## config.mk

```make
export PLATFORM = sky130hd
export DESIGN_NAME = hbd_mode_decoder
export DESIGN_NICKNAME = d
export VERILOG_FILES = /design/src/rtl/hbd_pkg.sv /design/src/rtl/hbd_chan_decode.sv /design/src/rtl/hbd_leg_guard.sv /design/src/rtl/hbd_mode_decoder.sv
export SDC_FILE = /design/constraint.sdc
export NUM_CORES = 1
export LEC_CHECK = 0
export ABC_AREA = 1
export BUFFER_PORTS_ARGS = -buffer_cell sky130_fd_sc_hd__clkbuf_2
export CAP_MARGIN = 0
export CORE_ASPECT_RATIO = 1.1
export CORE_UTILIZATION = 51
export CTS_BUF_LIST = sky130_fd_sc_hd__clkbuf_4 sky130_fd_sc_hd__clkbuf_8 sky130_fd_sc_hd__clkbuf_16
export CTS_CLUSTER_DIAMETER = 50
export DETAILED_ROUTE_END_ITERATION = 12
export GPL_ROUTABILITY_DRIVEN = 1
export PLACE_DENSITY = 0.69
export SETUP_SLACK_MARGIN = 0.5
export SYNTH_ARGS = -nofsm -noshare
export SYNTH_HDL_FRONTEND = slang
export SYNTH_SLANG_ARGS = --single-unit
```

## constraint.sdc

```tcl
create_clock -name clk -period 2 [get_ports clk]
set_clock_uncertainty 0.1 [all_clocks]
set_input_delay 0 -clock clk [delete_from_list [all_inputs] [get_ports clk]]
set_output_delay 0 -clock clk [all_outputs]
set_load 0.02 [all_outputs]
```

## src/rtl/hbd_pkg.sv

```systemverilog
// Shared types for the H-bridge mode decoder.
// A leg is either open (both switches off), driven high or driven low.
package hbd_pkg;
    typedef enum logic [1:0] {
        LEG_OPEN = 2'd0,
        LEG_HIGH = 2'd1,
        LEG_LOW  = 2'd2
    } leg_e;
endpackage

```

## src/rtl/hbd_chan_decode.sv

```systemverilog
// Combinational command decoder for one H-bridge channel.
// Produces the wanted level of leg A and leg B from the two control
// inputs, the group mode select and the brake input.
// Assumes run_ok already folds standby and both fault flags; when it is
// low the channel is opened regardless of the other inputs.
module hbd_chan_decode
    import hbd_pkg::*;
(
    input  logic run_ok,
    input  logic sel_i,
    input  logic a_i,
    input  logic b_i,
    input  logic brake_i,
    output leg_e tgt_a,
    output leg_e tgt_b
);

    // Priority: standby/fault, then brake, then mode decode.
    always_comb begin
        tgt_a = LEG_OPEN;
        tgt_b = LEG_OPEN;
        if (!run_ok) begin
            tgt_a = LEG_OPEN;
            tgt_b = LEG_OPEN;
        end else if (brake_i) begin
            tgt_a = LEG_LOW;
            tgt_b = LEG_LOW;
        end else if (!sel_i) begin
            // enable/phase: a_i enables, b_i picks direction
            if (a_i) begin
                tgt_a = b_i ? LEG_HIGH : LEG_LOW;
                tgt_b = b_i ? LEG_LOW  : LEG_HIGH;
            end
        end else begin
            // two-input: each input selects one direction, both means brake
            unique case ({a_i, b_i})
                2'b10: begin tgt_a = LEG_HIGH; tgt_b = LEG_LOW;  end
                2'b01: begin tgt_a = LEG_LOW;  tgt_b = LEG_HIGH; end
                2'b11: begin tgt_a = LEG_LOW;  tgt_b = LEG_LOW;  end
                default: begin tgt_a = LEG_OPEN; tgt_b = LEG_OPEN; end
            endcase
        end
    end

endmodule

```

## src/rtl/hbd_leg_guard.sv

```systemverilog
// Break-before-make guard for one half-bridge leg.
// Holds the registered leg level. When the wanted level differs from
// the driven one, the leg opens and a counter loaded from dead_time
// must run down before any level is driven again.
// Assumes dead_time is quasi-static; the value at the release edge is used.
module hbd_leg_guard
    import hbd_pkg::*;
#(
    parameter int DT_W = 4
) (
    input  logic            clk,
    input  logic            rst_n,
    input  logic [DT_W-1:0] dead_time,
    input  leg_e            tgt,
    output logic            hs_o,
    output logic            ls_o
);

    leg_e            cur_q;
    logic [DT_W-1:0] wait_q;

    // Leg state: release on change, count down while open, then take target.
    always_ff @(posedge clk) begin
        if (!rst_n) begin
            cur_q  <= LEG_OPEN;
            wait_q <= '0;
        end else if (cur_q != LEG_OPEN) begin
            if (tgt != cur_q) begin
                cur_q  <= LEG_OPEN;
                wait_q <= dead_time;
            end
        end else if (wait_q != '0) begin
            wait_q <= wait_q - 1'b1;
        end else begin
            cur_q <= tgt;
        end
    end

    // Gate enables follow the registered leg level.
    always_comb begin
        hs_o = (cur_q == LEG_HIGH);
        ls_o = (cur_q == LEG_LOW);
    end

    // ---- checking support: measure the open gap seen at the pins ----
    logic            on_now;
    logic [DT_W:0]   gap_q;
    logic [DT_W-1:0] dt_at_release_q;
    logic            drove_q;

    assign on_now = hs_o | ls_o;

    // Track cycles spent open since the last drive and the dead time then in force.
    always_ff @(posedge clk) begin
        if (!rst_n) begin
            gap_q           <= '0;
            dt_at_release_q <= '0;
            drove_q         <= 1'b0;
        end else if (on_now) begin
            gap_q           <= '0;
            dt_at_release_q <= dead_time;
            drove_q         <= 1'b1;
        end else if (gap_q != {(DT_W+1){1'b1}}) begin
            gap_q <= gap_q + 1'b1;
        end
    end

    // a side that was on is never followed directly by the other side.
    a_r8_high_then_not_low: assert property (@(posedge clk) disable iff (!rst_n)
        hs_o |=> !ls_o);
    a_r8_low_then_not_high: assert property (@(posedge clk) disable iff (!rst_n)
        ls_o |=> !hs_o);

    // re-driving after a release needs more than dead_time open cycles.
    a_r8_dead_gap: assert property (@(posedge clk) disable iff (!rst_n)
        (on_now && !$past(on_now) && drove_q) |-> (gap_q > {1'b0, dt_at_release_q}));

endmodule

```

## src/rtl/hbd_mode_decoder.sv

```systemverilog
// Top of the H-bridge channel input mode decoder.
// Groups of CH_PER_GROUP channels share one mode select. Every channel
// has its own decoder and one guard per leg, so all channels act at
// once. Standby and the fault flags are combined once and fanned out.
// Assumes all inputs are synchronous to clk.
module hbd_mode_decoder
    import hbd_pkg::*;
#(
    parameter int NUM_GROUPS   = 3,
    parameter int CH_PER_GROUP = 2,
    parameter int DT_W         = 4
) (
    input  logic                               clk,
    input  logic                               rst_n,
    input  logic                               pwr_on,
    input  logic                               tsd_flag,
    input  logic                               uvlo_flag,
    input  logic [DT_W-1:0]                    dead_time,
    input  logic [NUM_GROUPS-1:0]              sel_inin,
    input  logic [NUM_GROUPS*CH_PER_GROUP-1:0] in_a,
    input  logic [NUM_GROUPS*CH_PER_GROUP-1:0] in_b,
    input  logic [NUM_GROUPS*CH_PER_GROUP-1:0] brake,
    output logic [NUM_GROUPS*CH_PER_GROUP-1:0] hs_a,
    output logic [NUM_GROUPS*CH_PER_GROUP-1:0] ls_a,
    output logic [NUM_GROUPS*CH_PER_GROUP-1:0] hs_b,
    output logic [NUM_GROUPS*CH_PER_GROUP-1:0] ls_b
);

    localparam int NCH = NUM_GROUPS * CH_PER_GROUP;

    logic run_ok;

    // Operation allowed only when powered and no fault is flagged.
    always_comb begin
        run_ok = pwr_on && !tsd_flag && !uvlo_flag;
    end

    for (genvar c = 0; c < NCH; c++) begin : g_chan
        localparam int GRP = c / CH_PER_GROUP;
        leg_e tgt_a;
        leg_e tgt_b;

        hbd_chan_decode u_dec (
            .run_ok  (run_ok),
            .sel_i   (sel_inin[GRP]),
            .a_i     (in_a[c]),
            .b_i     (in_b[c]),
            .brake_i (brake[c]),
            .tgt_a   (tgt_a),
            .tgt_b   (tgt_b)
        );

        hbd_leg_guard #(.DT_W(DT_W)) u_leg_a (
            .clk       (clk),
            .rst_n     (rst_n),
            .dead_time (dead_time),
            .tgt       (tgt_a),
            .hs_o      (hs_a[c]),
            .ls_o      (ls_a[c])
        );

        hbd_leg_guard #(.DT_W(DT_W)) u_leg_b (
            .clk       (clk),
            .rst_n     (rst_n),
            .dead_time (dead_time),
            .tgt       (tgt_b),
            .hs_o      (hs_b[c]),
            .ls_o      (ls_b[c])
        );

        // an active brake never turns on a high side.
        a_r4_brake_no_high: assert property (@(posedge clk) disable iff (!rst_n)
            (pwr_on && !tsd_flag && !uvlo_flag && brake[c]) |=> (!hs_a[c] && !hs_b[c]));

        // enable low in enable/phase mode opens the channel.
        a_r1_enable_low_open: assert property (@(posedge clk) disable iff (!rst_n)
            (pwr_on && !tsd_flag && !uvlo_flag && !brake[c] && !sel_inin[GRP] && !in_a[c])
            |=> !(hs_a[c] || ls_a[c] || hs_b[c] || ls_b[c]));
    end

    // standby opens every switch at the next edge.
    a_r5_standby_open: assert property (@(posedge clk) disable iff (!rst_n)
        !pwr_on |=> ((hs_a | ls_a | hs_b | ls_b) == '0));

    // either fault flag opens every switch at the next edge.
    a_r6_fault_open: assert property (@(posedge clk) disable iff (!rst_n)
        (tsd_flag || uvlo_flag) |=> ((hs_a | ls_a | hs_b | ls_b) == '0));

endmodule

```

==> run_results.csv, run 1 <==
group,metric,value,unit
status,status,"completed",
synth,synth_cells,955,
floorplanning,die_h,112,um
final_layout,drive_gt1_share,16.4,%
final_layout,area_growth,11.6,%
clock_network,cts_setup_buffers,0,
clock_network,h-tree-depth,3,
global_routing,overflow,0,
drt,num_vias,5519,
hold_path,hold_path_class,"input pin to flip-flop",
floorplanning,die_width,102,um
floorplanning,dieArea,0.0115,mm2
global_routing,grt_max_degree,39,
clock_network,clockBufferDepth,2,
final_layout,final_util,59.6,%
synth,avgSynthCellArea,5.90,um2
clock_network,insertion_delay,0.33,ns
global_routing,grt_pass1_wl,20.3,mm
synth,synth_area,0.00563,mm2
timing,period_minus_slack,1.40,ns
drt,antenna_left,0,
drt,via_per_inst,4.87,
floorplanning,core_area,0.0105,mm2
pwr,irDropWorstVdd,0.765,mV
setup_path,required,2.17,ns
synth,synth_seq_area_share,25.6,%
synth,ys_warn_count,0,
hold_path,hold_depth,6,
clock_network,clkTransAtPathRegs,0.06,ns
synth,synthTopCellsByArea,"dfxtp_1 26%, nand2_1 16%, nor2_1 11%",
synth,synth_seq_cells,72,
drt,first_pass_iters,5,
floorplanning,rows,39,
timing,worst_pin_slew,0.614,ns
drt,drt_first_iter_violations,174,
global_routing,grt_usage,21.9,%
setup_path,crit_arrival,1.57,ns
floorplanning,num_io_pins,54,
global_routing,grt_pass1_vias,4700,
timing,slew_violations,0,
synth,synth_top_cell_area_share,25.6,%
timing,finalHoldViolCount,0,
synth,synth_most_common_cell,"nand2_1",
setup_path,worstPathMaxFanout,9,
run,drv_cap,0,
synth,synth_edf_count,0,
clock_network,cts_buffers,9,
timing,tns,0,ns
synth,async_flop_share,0,%
pwr,p_per_area,1540,mW/mm2
final_layout,antenna_cells,0,
timing,maxSlewHeadroom,59.0,%
clock_network,root_buffer,"clkbuf_16",
drt,routed_wl,12.1,mm
global_routing,antenna_found_initial,0,
timing,rsz0062_at_grt,"false",
setup_path,worst-setup-path-type,"flip-flop to flip-flop",
timing,clock.fmax,713,MHz
setup_path,critPathLaunchType,"flip-flop",
clock_network,cts_tree,"yes",
setup_path,reg2reg_depth,6,
timing,period_share,70.2,%
floorplanning,initial_core_util,53.4,%
synth,synth_cell_type_count,28,
placed_design,gp_congestion,0.803,
timing,setup_violations,0,
synth,synth_common_cells,"240 x nand2_1, 170 x nor2_1, 130 x inv_1, 108 x nand3_1, 72 x dfxtp_1",
placed_design,dp_slack,0.362,ns
placed_design,io_buffers,53,
pwr,p_leak,3.42,nW
setup_path,cp-end-kind,"flip-flop",
timing,fin_ws,0.597,ns
placed_design,post-dp-hpwl,8.68,mm
final_layout,nets,1028,
drt,avgRoutedWirePerCell,10.6,um
clock_network,clock-sinks,72,
synth,ys.flop_type,"dfxtp_1",
synth,synth_nets,997,
synth,synth_top_cell_by_area,"dfxtp_1",
drt,drc,0,
path summary, 6_finish.rpt:
| kind | startpoint | endpoint | slack (ns) |
|---|---|---|---|
| worst max-delay path | g_chan[3].u_leg_a.cur_q[0] | g_chan[3].u_leg_a.wait_q[1] | 0.60 |
| worst min-delay path | brake[2] | g_chan[2].u_leg_b.cur_q[0] | 0.01 |
| worst max register to register | g_chan[3].u_leg_a.cur_q[0] | g_chan[3].u_leg_a.wait_q[1] | 0.60 |
| worst min register to register | g_chan[5].u_leg_b.wait_q[1] | g_chan[5].u_leg_b.wait_q[1] | 0.38 |
cell families after synthesis:
logic type | synth area share [%]
AND/OR/NAND/NOR | 44.4
buffers and inverters | 14.0
AO/OA/AOI/OAI | 8.33
flip-flops | 25.6
XOR/XNOR | 2.80
multiplexers | 2.24
adder cells (fa/ha/maj) | 2.67
layout by cell type, fill, tap and decap left out, drive strengths merged:
| cell type | netlist | layout |
|---|---|---|
| mux2 | 5 | 5 |
| nand3b | 7 | 7 |
| a21oi | 63 | 63 |
| dfxtp | 72 | 72 |
| nor2 | 183 | 183 |
| clkbuf | 11 | 64 |
| o21ai | 30 | 30 |
| mux2i | 7 | 7 |
| nand3 | 113 | 113 |
| clkinv | 1 | 5 |
| nand2 | 250 | 250 |
| dlygate4sd3 | 0 | 1 |
| buf | 35 | 12 |
| nand4 | 14 | 14 |
| xor2 | 18 | 18 |
| ha | 12 | 12 |
| inv | 134 | 134 |
worst max-delay path: stages, from the launching register on:
cell     delay, ns
dfxtp_1       0.36
nor2_2        0.17
buf_4         0.18
mux2_2        0.33
nand2_1       0.06
nand2_1       0.05
nor2_1        0.08
power by group:
group	leakage, nW	switching [mW]	internal [mW]
logic	2.68	3.59	2.28
registers	0.600	0.340	1.99
clock network	0.141	0.600	0.891
total	3.42	4.53	5.17
what timing repair did:
action	4_1_cts	5_1_grt
pin swaps	0	5
hold endpoints to repair	1	0
hold buffers	1	0
endpoints found under the setup margin	15	46
gates resized for setup	4	43
state kept, by name, indices dropped and copies added (netlist names):
| register | count |
|---|---|
| g_chan.u_leg_a.wait_q | 24 |
| g_chan.u_leg_b.cur_q | 12 |
| g_chan.u_leg_b.wait_q | 24 |
| g_chan.u_leg_a.cur_q | 12 |
layer usage:
layer	up-vias	wire length, um	track usage (%)
met5	-	0	0
met4	0	181	7.52
met3	15	309	2.74
met2	62	5640	36.1
met1	2398	5930	29.4
li1	3044	-	-
metrics by stage:
| stage | power [mW] | cell area [um2] | cells | hold slack (ns) |
|---|---|---|---|---|
| 3_5_place_dp | 8.00 | 5890 | 1117 | 0.328 |
| 2_1_floorplan | 7.11 | 5630 | 955 | 0.158 |
| 3_3_place_gp | 7.97 | 5890 | 1117 | 0.329 |
| 5_1_grt | 10.8 | 6280 | 1133 | 0.0485 |
| 6_report | 9.70 | 6280 | 1133 | 0.00996 |
| 4_1_cts | 9.54 | 6180 | 1133 | 0.00782 |
cell type report:
class,count,area (um2)
Fill cell,1060,4260
Multi-Input combinational cell,702,3510
Sequential cell,72,1450
Inverter,135,507
Timing Repair Buffer,66,365
Clock buffer,11,253
Tap cell,143,179
Clock inverter,4,20.0
Power figures use the tool's default switching activity.
==> inputs of run 2 (changes only) <==
--- a/config.mk
+++ b/config.mk
@@ -14,7 +14,7 @@
 export CTS_CLUSTER_DIAMETER = 50
 export DETAILED_ROUTE_END_ITERATION = 12
 export GPL_ROUTABILITY_DRIVEN = 1
-export PLACE_DENSITY = 0.69
+export PLACE_DENSITY = 0.72
 export SETUP_SLACK_MARGIN = 0.5
 export SYNTH_ARGS = -nofsm -noshare
 export SYNTH_HDL_FRONTEND = slang
==> constraint.sdc (replaced) <==
create_clock -name clk -period 1.15 [get_ports clk]
set_clock_uncertainty 0.1 [all_clocks]
set_input_delay 0 -clock clk [delete_from_list [all_inputs] [get_ports clk]]
set_output_delay 0 -clock clk [all_outputs]
set_load 0.02 [all_outputs]
==> run 2 against run 1 <==
Effect of this change: the flow now finishes with violations (negative setup slack); via count increased by 32%; design area rose by 50%; power grew to 2.7 times the previous value; worst hold slack improved by 0.0036 ns; clock power is 100% higher; register-to-register slack worse by 0.91 ns; non-clock buffer count up 146; core utilization grew 30 points; critical endpoint is now g_chan[3].u_leg_b.cur_q[0]; highest routed layer unchanged.
==> run_results.csv, run 2 (synthesized netlist as in run 1, its figures left out) <==
group,metric,value,unit
drt,via_per_inst,5.67,
hold_path,hold_depth,4,
final_layout,reg_top3,"g_chan.u_leg_a.wait_q (24), g_chan.u_leg_b.wait_q (24)",
final_layout,fillers,473,
global_routing,grt_usage,30.5,%
timing,finalHoldViolCount,0,
global_routing,antenna_found_initial,0,
final_layout,most-common-layout-cells,"168 x nand2_1, 118 x nor2_1, 105 x buf_4",
setup_path,crit_arrival,1.60,ns
global_routing,grt_max_degree,35,
timing,fin_ws,-0.312,ns
global_routing,grt_pass1_vias,6280,
pwr,p_per_area,2780,mW/mm2
placed_design,dp_slack,-0.304,ns
clock_network,root_buffer,"clkbuf_16",
hold_path,worst_hold_path.endpoint,"g_chan[1].u_leg_b.wait_q[1]",
drt,avgRoutedWirePerCell,17.4,um
setup_path,crit_path_top_delay_cell,"dfxtp_2",
drt,routed_wl,22.3,mm
pwr,p_leak,4.50,nW
clock_network,h-tree-depth,3,
floorplanning,core_area,0.0105,mm2
drt,drt_first_iter_violations,681,
final_layout,nets,1178,
final_layout,area_growth,67.5,%
setup_path,required,1.29,ns
floorplanning,rows,39,
final_layout,drive_gt1_share,55.2,%
timing,worst_pin_slew,0.485,ns
clock_network,insertion_delay,0.35,ns
final_layout,final_common_cell,"nand2_1",
drt,drc,0,
setup_path,r2r-end,"g_chan[3].u_leg_b.cur_q[0]",
final_layout,final_util,89.5,%
pwr,p_total,26.2,mW
drt,antenna_left,0,
setup_path,cpPeakStageDelay,0.33,ns
clock_network,hold_buffers,0,
timing,maxSlewHeadroom,67.6,%
floorplanning,die_h,112,um
setup_path,regToRegSetupSlack,-0.31,ns
global_routing,grt_pass1_wl,28.0,mm
floorplanning,num_io_pins,54,
setup_path,path_cells,"inv_2 -> ha_4 -> inv_2 -> nor2_4 -> nand2_4 -> inv_4 -> nand2_4 -> nand3_2 -> nor2_1 -> nor2_2",
floorplanning,dieArea,0.0115,mm2
timing,slew_violations,0,
timing,clock.fmax,684,MHz
setup_path,worstPathMaxFanout,2,
clock_network,clkTransAtPathRegs,0.07,ns
setup_path,critPathLaunchType,"flip-flop",
pwr,irDropWorstVdd,1.92,mV
final_layout,antenna_cells,0,
setup_path,worst-setup-path-type,"flip-flop to flip-flop",
floorplanning,initial_core_util,53.4,%
setup_path,cp_top_family,"simple AND/OR/NAND/NOR gates",
global_routing,overflow,0,
timing,setup_violations,95,
status,violations,"negative setup slack",
hold_path,hold_path_class,"input pin to flip-flop",
clock_network,clock-sinks,72,
drt,num_vias,7277,
timing,period_share,127,%
placed_design,post-dp-hpwl,10.2,mm
drt,first_pass_iters,6,
setup_path,crit_buf_inv,3,
setup_path,reg2reg_depth,10,
hold_path,worstHoldStart,"rst_n",
placed_design,gp_congestion,0.813,
floorplanning,die_width,102,um
timing,tns,-11.96,ns
setup_path,cp-end-kind,"flip-flop",
timing,period_minus_slack,1.46,ns
setup_path,r2r_start,"g_chan[3].u_leg_b.wait_q[0]",
placed_design,io_buffers,53,
status,status,"finished with violations",
clock_network,clockBufferDepth,2,
timing,holdWs,0.0135,ns
run,drv_cap,0,
clock_network,cts_buffers,9,
clock_network,cts_tree,"yes",
timing,rsz0062_at_grt,"true",
[run 2: worst reg2reg max path: cells and delay by family, from the launching register on]
kind	cells	cell delay, ns
buffers and inverters	3	0.18
flip-flops	1	0.33
adder cells (fa/ha/maj)	1	0.16
AND/OR/NAND/NOR	6	0.59
[run 2: worst max path at each step]
stage / start / to / slack (ns) / depth (start not counted)
after CTS: g_chan[0].u_leg_b.wait_q[1] / g_chan[0].u_leg_b.cur_q[0] / -0.12 / 11
after global placement: tsd_flag / g_chan[1].u_leg_a.wait_q[0] / -0.24 / 11
final: g_chan[3].u_leg_b.wait_q[0] / g_chan[3].u_leg_b.cur_q[0] / -0.31 / 10
after global routing: g_chan[3].u_leg_b.wait_q[0] / g_chan[3].u_leg_b.cur_q[0] / -0.40 / 10
after floorplan: g_chan[0].u_leg_b.wait_q[1] / g_chan[0].u_leg_b.cur_q[0] / -0.10 / 11
after detailed placement: tsd_flag / g_chan[1].u_leg_a.wait_q[2] / -0.30 / 11
[run 2: repair_timing]
action	CTS	global route
pin swaps	101	114
gates cloned	2	4
setup endpoints to repair	96	96
setup buffers	14	21
gates resized for setup	207	206
[run 2: layout make-up]
type | instances | area (um2) | area share, %
multi-input combinational | 706 | 4900 | 51.9
timing repair buffer | 212 | 1940 | 20.6
sequential | 72 | 1550 | 16.5
inverter | 135 | 569 | 6.04
clock buffer | 11 | 240 | 2.55
tap | 143 | 179 | 1.90
clock inverter | 5 | 55.1 | 0.584
[run 2: per-stage QoR]
| stage | instances | cell area, um2 |
|---|---|---|
| 3_3_place_gp | 1227 | 7420 |
| 4_1_cts | 1259 | 8580 |
| 5_1_grt | 1284 | 9430 |
| 6_report | 1284 | 9430 |
| 2_1_floorplan | 955 | 6320 |
| 3_5_place_dp | 1227 | 7420 |
[run 2: power by group]
part / internal [mW] / leakage [nW] / total, mW / switching [mW]
logic: 8.18 / 3.73 / 18.7 / 10.5
clock network: 1.74 / 0.151 / 2.99 / 1.26
registers: 3.63 / 0.618 / 4.55 / 0.927
[run 2: layer usage]
metal | vias to the layer above | part of all wire [%] | track usage (%)
met2 | 378 | 50 | 54.9
met5 | - | 0 | 0
met1 | 3400 | 37 | 36.0
met4 | 0 | 5.7 | 13.2
li1 | 3365 | - | -
met3 | 134 | 7.1 | 3.30
==> inputs of run 3 (changes only) <==
--- a/config.mk
+++ b/config.mk
@@ -14,7 +14,8 @@
 export CTS_CLUSTER_DIAMETER = 50
 export DETAILED_ROUTE_END_ITERATION = 12
 export GPL_ROUTABILITY_DRIVEN = 1
-export PLACE_DENSITY = 0.72
+export HOLD_SLACK_MARGIN = 0.02
+export PLACE_DENSITY = 0.73
 export SETUP_SLACK_MARGIN = 0.5
 export SYNTH_ARGS = -nofsm -noshare
 export SYNTH_HDL_FRONTEND = slang
==> run 3 against run 2 <==
Effect of this change: the run ends with negative hold slack, negative setup slack left; combinational power is 5% lower; die area stayed put; register-to-register slack better by 0.03 ns; critical endpoint is now g_chan[2].u_leg_b.wait_q[2]; non-clock buffer count is 15 lower; design area is 2.2% lower.
==> run_results.csv, run 3 (synthesized netlist as in run 1, its figures left out) <==
group,metric,value,unit
final_layout,most-common-layout-cells,"172 x nand2_1, 122 x nor2_1, 97 x buf_4",
floorplanning,initial_core_util,53.4,%
floorplanning,die_h,112,um
hold_path,worst_hold_path.endpoint,"g_chan[1].u_leg_b.wait_q[0]",
final_layout,final_common_cell,"nand2_1",
clock_network,insertion_delay,0.34,ns
timing,rsz0062_at_grt,"true",
timing,period_share,124,%
setup_path,required,1.31,ns
final_layout,reg_top3,"g_chan.u_leg_a.wait_q (24), g_chan.u_leg_b.wait_q (24)",
floorplanning,core_area,0.0105,mm2
floorplanning,num_io_pins,54,
floorplanning,dieArea,0.0115,mm2
drt,drc,0,
setup_path,r2r_start,"g_chan[2].u_leg_b.wait_q[1]",
timing,setup_violations,93,
setup_path,worstPathMaxFanout,6,
run,drv_cap,0,
global_routing,grt_max_degree,28,
timing,fin_ws,-0.280,ns
pwr,p_per_area,2740,mW/mm2
drt,maxUsedRoutingLayer,"met4",
clock_network,root_buffer,"clkbuf_16",
hold_path,worstHoldStart,"rst_n",
timing,clock.fmax,699,MHz
clock_network,clockBufferDepth,2,
clock_network,clock-sinks,72,
pwr,power_frac_comb,70.2,%
floorplanning,die_width,102,um
drt,wl_met2,10.3,mm
timing,period_minus_slack,1.43,ns
drt,wl_met1,7.71,mm
clock_network,h-tree-depth,3,
timing,maxSlewHeadroom,74.0,%
setup_path,regToRegSetupSlack,-0.28,ns
final_layout,area_growth,63.7,%
clock_network,cts_buffers,9,
pwr,p_sw,12.1,mW
setup_path,cp-end-kind,"flip-flop",
timing,holdWs,-0.0819,ns
final_layout,final_cells,1269,
placed_design,gp_congestion,0.831,
status,status,"finished with violations",
clock_network,clkTransAtPathRegs,0.06,ns
setup_path,reg2reg_depth,8,
placed_design,io_buffers,53,
timing,finalHoldViolCount,6,
final_layout,antenna_cells,0,
global_routing,grt_pass1_vias,6242,
clock_network,cts_tree,"yes",
pwr,internal-power,13.2,mW
setup_path,r2r-end,"g_chan[2].u_leg_b.wait_q[2]",
pwr,p_leak,4.43,nW
global_routing,grt_pass1_wl,27.8,mm
setup_path,worst-setup-path-type,"flip-flop to flip-flop",
global_routing,overflow,0,
hold_path,hold_path_class,"input pin to flip-flop",
global_routing,antenna_found_initial,0,
final_layout,final_util,87.5,%
drt,first_pass_iters,5,
drt,via_per_inst,5.49,
drt,antenna_left,0,
setup_path,crit_arrival,1.59,ns
drt,num_vias,6968,
hold_path,hold_depth,3,
final_layout,nets,1163,
pwr,p_clk_share,12.1,%
pwr,seq_power_share,17.8,%
placed_design,place_inst,1218,
final_layout,fillers,507,
drt,wl_met3,1.18,mm
pwr,switching_share,47.9,%
placed_design,post-dp-hpwl,10.0,mm
timing,slew_violations,0,
global_routing,grt_usage,30.3,%
drt,avgRoutedWirePerCell,15.9,um
drt,drt_first_iter_violations,381,
drt,routed_wl,20.2,mm
status,violations,"negative hold slack, negative setup slack",
setup_path,critPathLaunchType,"flip-flop",
pwr,irDropWorstVdd,2.01,mV
floorplanning,rows,39,
timing,worst_pin_slew,0.389,ns
final_layout,drive_gt1_share,52.8,%
run 3: cell count changes in the layout (fill, tap and decap cells not counted), moves of 4 or more:
cell / previous run / this run
buf_6: 48 / 39
buf_4: 105 / 97
inv_2: 50 / 43
nand3_1: 32 / 38
inv_1: 59 / 63
nand2_1: 168 / 172
nand2_4: 29 / 25
nand3_4: 16 / 12
nor2_1: 118 / 122
run 3: critical path, cell delays in order, from the launching register on:
cell and delay (ns):
dfxtp_2 0.33, inv_2 0.09, ha_4 0.16, nand3_4 0.10, nand2_4 0.10, nand3_4 0.13, nand2_1 0.10, nand2_1 0.08
nor2_1 0.16
run 3: layout make-up:
cell class                 count  area, um2  area share (%)
tap                          143        179            1.94
clock inverter                 5       51.3           0.556
timing repair buffer         197       1810            19.6
clock buffer                  11        264            2.86
multi-input combinational    706       4800            52.0
sequential                    72       1550            16.8
inverter                     135        577            6.26
run 3: layer usage:
| metal | vias up | GRT usage [%] |
|---|---|---|
| met3 | 94 | 3.42 |
| met4 | 0 | 12.1 |
| met1 | 3258 | 36.6 |
| met5 | - | 0 |
| met2 | 285 | 53.9 |
| li1 | 3331 | - |
run 3: through the flow:
stage	setup slack [ns]	power [mW]	hold WS (ns)	TNS (ns)	area, um2
4_1_cts	-0.115	22.4	-0.114	-6.80	8600
5_1_grt	-0.313	27.0	-0.0753	-15.83	9220
3_5_place_dp	-0.306	17.0	0.241	-17.15	7350
6_report	-0.280	25.3	-0.0819	-10.81	9220
3_3_place_gp	-0.274	16.7	0.233	-15.10	7350
2_1_floorplan	-0.102	14.3	0.151	-2.32	6320
run 3: power groups by stage:
stage	logic (mW)	clock network, mW	registers, mW
final	17.7	3.05	4.49
after floorplan	10.1	0	4.19
after detailed placement	12.8	0	4.21
after global routing	19.2	3.15	4.59
after global placement	12.5	0	4.20
after CTS	15.0	3.02	4.35
run 3: how the worst max path moves through the flow:
stage,start,endpoint,slack (ns),cells after the start
CTS,g_chan[0].u_leg_a.wait_q[1],g_chan[0].u_leg_a.cur_q[0],-0.11,11
global route,g_chan[2].u_leg_b.wait_q[0],g_chan[2].u_leg_b.wait_q[2],-0.31,8
finish,g_chan[2].u_leg_b.wait_q[1],g_chan[2].u_leg_b.wait_q[2],-0.28,8
floorplan,g_chan[0].u_leg_b.wait_q[1],g_chan[0].u_leg_b.cur_q[0],-0.10,11
detailed placement,uvlo_flag,g_chan[3].u_leg_b.wait_q[1],-0.31,11
global placement,uvlo_flag,g_chan[3].u_leg_b.wait_q[1],-0.27,11
run 3: timing repair:
item,in CTS,in global routing
setup endpoints to repair,96,96
setup buffers,15,13
gates resized for setup,213,163
hold endpoints to repair,9,8
gates cloned,6,1
pin swaps,120,79
